===== config.mk =====
export PLATFORM = sky130hd
export DESIGN_NAME = ep0_ctl_status
export DESIGN_NICKNAME = d
export VERILOG_FILES = /design/src/rtl/ep0_ctl_status.sv
export SDC_FILE = /design/constraint.sdc
export NUM_CORES = 1
export LEC_CHECK = 0
export ABC_AREA = 1
export BUFFER_PORTS_ARGS = -buffer_cell sky130_fd_sc_hd__buf_2
export CORE_MARGIN = 1
export CORE_UTILIZATION = 29
export CTS_CLUSTER_DIAMETER = 40
export DETAILED_ROUTE_END_ITERATION = 16
export GPL_TIMING_DRIVEN = 0
export PLACE_DENSITY = 0.73
export SLEW_MARGIN = 10
export SYNTH_ARGS = -nofsm -noshare
export SYNTH_HDL_FRONTEND = slang
export SYNTH_SLANG_ARGS = --single-unit

===== constraint.sdc =====
create_clock -name clk -period 1 [get_ports clk]
set_clock_uncertainty 0.05 [all_clocks]
set_input_delay 0.2 -clock clk [delete_from_list [all_inputs] [get_ports clk]]
set_output_delay 0.2 -clock clk [all_outputs]
set_load 0.005 [all_outputs]

===== src/rtl/ep0_ctl_status.sv =====
module ep0_ctl_status #(
  parameter int ADDR_W   = 8,
  parameter int IDX_W    = 4,
  parameter logic [ADDR_W-1:0] CSR_ADDR = 8'h10
) (
  input  logic              clk,
  input  logic              rst_n,
  input  logic [ADDR_W-1:0] cpu_addr,
  input  logic [15:0]       cpu_wdata,
  input  logic              cpu_we,
  input  logic [IDX_W-1:0]  ep_index,
  output logic [15:0]       cpu_rdata,
  input  logic              ev_rx_pkt,
  input  logic              ev_in_ack,
  input  logic              ev_ctl_end,
  input  logic              ev_stall_sent,
  input  logic              ev_status_done,
  output logic              stall_req,
  output logic              in_ready,
  output logic              data_end,
  output logic              fifo_flush,
  output logic              fifo_block,
  output logic              irq
);
  localparam int B_CLR_END = 7, B_CLR_RX = 6, B_STALL = 5, B_END = 4;
  localparam int B_DEND = 3, B_SSENT = 2, B_IRDY = 1, B_ORDY = 0;

  logic sel, wr;
  logic f_ordy, f_end, f_ssent, f_stall, f_irdy, f_dend, f_indone, end_q;

  assign sel = (ep_index == '0) && (cpu_addr == CSR_ADDR);
  assign wr  = sel & cpu_we;

  always_ff @(posedge clk) begin
    if (!rst_n) begin
      f_ordy   <= 1'b0;
      f_end    <= 1'b0;
      f_ssent  <= 1'b0;
      f_stall  <= 1'b0;
      f_irdy   <= 1'b0;
      f_dend   <= 1'b0;
      f_indone <= 1'b0;
      end_q    <= 1'b0;
    end else begin
      f_ordy   <= ev_rx_pkt     | (f_ordy  & ~(wr &  cpu_wdata[B_CLR_RX]));
      f_end    <= ev_ctl_end    | (f_end   & ~(wr &  cpu_wdata[B_CLR_END]));
      f_ssent  <= ev_stall_sent | (f_ssent & ~(wr & ~cpu_wdata[B_SSENT]));
      f_stall  <= wr ? cpu_wdata[B_STALL] : f_stall;
      f_irdy   <= ~ev_in_ack      & (f_irdy | (wr & cpu_wdata[B_IRDY]));
      f_dend   <= ~ev_status_done & (f_dend | (wr & cpu_wdata[B_DEND]));
      f_indone <= ev_in_ack | (f_indone & ~wr);
      end_q    <= f_end;
    end
  end

  always_comb begin
    cpu_rdata = '0;
    if (sel) begin
      cpu_rdata[B_STALL] = f_stall;
      cpu_rdata[B_END]   = f_end;
      cpu_rdata[B_DEND]  = f_dend;
      cpu_rdata[B_SSENT] = f_ssent;
      cpu_rdata[B_IRDY]  = f_irdy;
      cpu_rdata[B_ORDY]  = f_ordy;
    end
  end

  assign stall_req  = f_stall;
  assign in_ready   = f_irdy;
  assign data_end   = f_dend;
  assign fifo_block = f_end;
  assign fifo_flush = f_end & ~end_q;
  assign irq        = f_end | f_ssent | f_ordy | f_indone;
endmodule



==> qor.csv <==
metric;value;unit
ctsHoldBuffers;0;
grt_pass1_wl;2.06;mm
maxSlewViolCount;0;
place_inst;153;
cts-root-buf;clkbuf_4;
avgSynthCellArea;6.41;sq um
coreArea;1710;sq um
diodes;0;
antenna_found_initial;0;
vias;625;
cts_tree;yes;
die_h;44.6;um
areaGrowthSynthToFinish;70.2;%
setup-violations-final;8;
worstSkewPairLatency;260;ps
io_buffer_count;37;
grt_pass1_vias;539;
peakVddDrop;0.535;mV
cp.required;750;ps
fin_cells;157;
hpwl;1.06;mm
ys_seq_elements;8;
die-area;1990;sq um
cp.arrival;1090;ps
fillers;168;
synth_mux_area_share;0;%
clock.fmax;0.747;GHz
wl_met1;516;um
io-pin-count;58;
drcViolationCount;0;
regArea;164;sq um
hold_violations;0;
ant_nets;0;
ys.warnings.count;0;
routed.top_layer;met3;
num_rows;15;
min_path_type;primary input to flip-flop;
synth_area_leaders;dfxtp_1 (30%), buf_4 (14%), inv_1 (13%);
fin_crit;1340;ps
fp.dieW;44.6;um
initial_core_util;30.8;%
synthDistinctLibCells;15;
place_area;797;sq um
synth_seq_area_share;30.5;%
wl_met3;75;um
synth_top_area_cell;dfxtp_1;
grt_overflow;0;
gp_congestion;0.693;
syn-cell-area;526;sq um
dr.pass1.iters;4;
rsz0062_at_grt;yes;
drtIter0Drc;8;
critical_path_class;primary input to output port;
maxCapViolations;0;
yosysTopAreaCellShare;30.5;%
synth_top_family_by_area;simple AND/OR/NAND/NOR gates;
timing.final.crit_share;134;%
drt-total-wl;1.32;mm
cp_max_fo;6;
clk_path_buf_depth;2;
cts_max_level;1;
power.density;889;nW/um^2
clk_pin_slew_worst_paths;60;ps
yosys.area_share.simple;36.0;%
syn-instance-count;82;
grtUsageTotal;14.2;%
cp-start-kind;primary input;
numCtsBuffers;3;
synth_fa_ha_area_share;0;%
drive_gt1_share;51.5;%
status;finished with violations;
violations;negative setup slack;
wire_per_inst;8.40;um
fin_area;895;sq um
synth_xor_area_share;0;%
synth_compound_area_share;5.71;%
multi_input_area;307;sq um
dr_wl_met2;727;um
fin_nets;170;
cts.sink_count;8;
place_ws;-446;ps
setup_slack;-339;ps
crit_path_end_kind;output port;
p_leak;0.000494;uW
grt_start_max_net_pins;7;
routed_via_density;3.98;
[synthesized netlist by cell type]
master,number
nor2_2,3
dfxtp_1,8
nor2_4,1
inv_1,18
conb_1,1
nor4_1,2
nand4_1,5
nand2_1,13
buf_4,10
nor2_1,12
a21oi_1,4
o21ai_1,2
nand3_1,1
nand3_2,1
nand2_2,1
[report_power, final]
part / internal, uW / switching, uW
clock: 138 / 121
sequential: 334 / 10.9
combinational: 104 / 87.3
[cells by family (layout without fill, tap and decap cells)]
logic type             count (synthesis)  after routing
DFF                                    8              8
other                                  1             10
AOI/OAI and AO/OA                      6              6
and+or+nand+nor                       39             39
buffers and inverters                 28             69
[placed cells by master (no fill, tap or decap), types with 2 or more instances in the layout]
cell,instances
nor2_1,6
buf_2,33
nor4_4,2
inv_1,16
o21ai_1,2
nor2_2,8
nand2_1,13
buf_4,10
conb_1,10
dfxtp_1,7
nand4_1,5
nor2_4,2
clkbuf_4,3
buf_6,4
a21oi_1,4
[routing by layer]
layer | global-route usage [%] | up-vias
met4 | 7.88 | 0
met3 | 2.86 | 0
met5 | 0 | -
li1 | - | 335
met2 | 25.9 | 16
met1 | 15.0 | 274
[per-stage QoR]
stage	total power, uW	setup TNS (ps)	hold slack (ps)	utilization, %
floorplan	435	-310	222	-
global placement	511	-3060	311	46.7
detailed placement	515	-3160	313	46.7
CTS	782	-2010	38.4	49.2
global route	835	-2550	52.6	52.4
finish	795	-2160	43.9	52.4
[flip-flops by register name (all words and copies together) (netlist names)]
| register | flops |
|---|---|
| fifo_block | 1 |
| data_end | 1 |
| f_ordy | 1 |
| f_ssent | 1 |
| stall_req | 1 |
| f_indone | 1 |
| in_ready | 1 |
| end_q | 1 |
[worst paths after layout]
path	cells past startpoint	slack (ps)	from	end
worst max-delay path	6	-340	ep_index[0]	cpu_rdata[0]
worst min register to register	2	420	f_ordy	f_ordy
worst max register to register	4	260	fifo_block	fifo_block
worst min-delay path	2	40	ev_status_done	data_end
[repair_timing]
| item | in CTS | in global routing |
|---|---|---|
| pin swaps | 4 | 2 |
| buffers inserted | 1 | 0 |
| endpoints found under the setup margin | 9 | 9 |
| gates resized for setup | 6 | 15 |
[layout make-up]
class	instances	share of cell area, %
Inverter	18	7.83
Multi-Input combinational cell	55	34.3
Tap cell	25	3.50
Clock buffer	3	2.52
Sequential cell	8	18.3
Buffer	10	8.39
Timing Repair Buffer	38	25.2
[critical path, cell delays in order]
cell	delay (ps)
buf_2	120
nor4_4	240
nand4_1	160
buf_6	170
nor2_2	90
buf_2	110
Power figures use the tool's default switching activity.
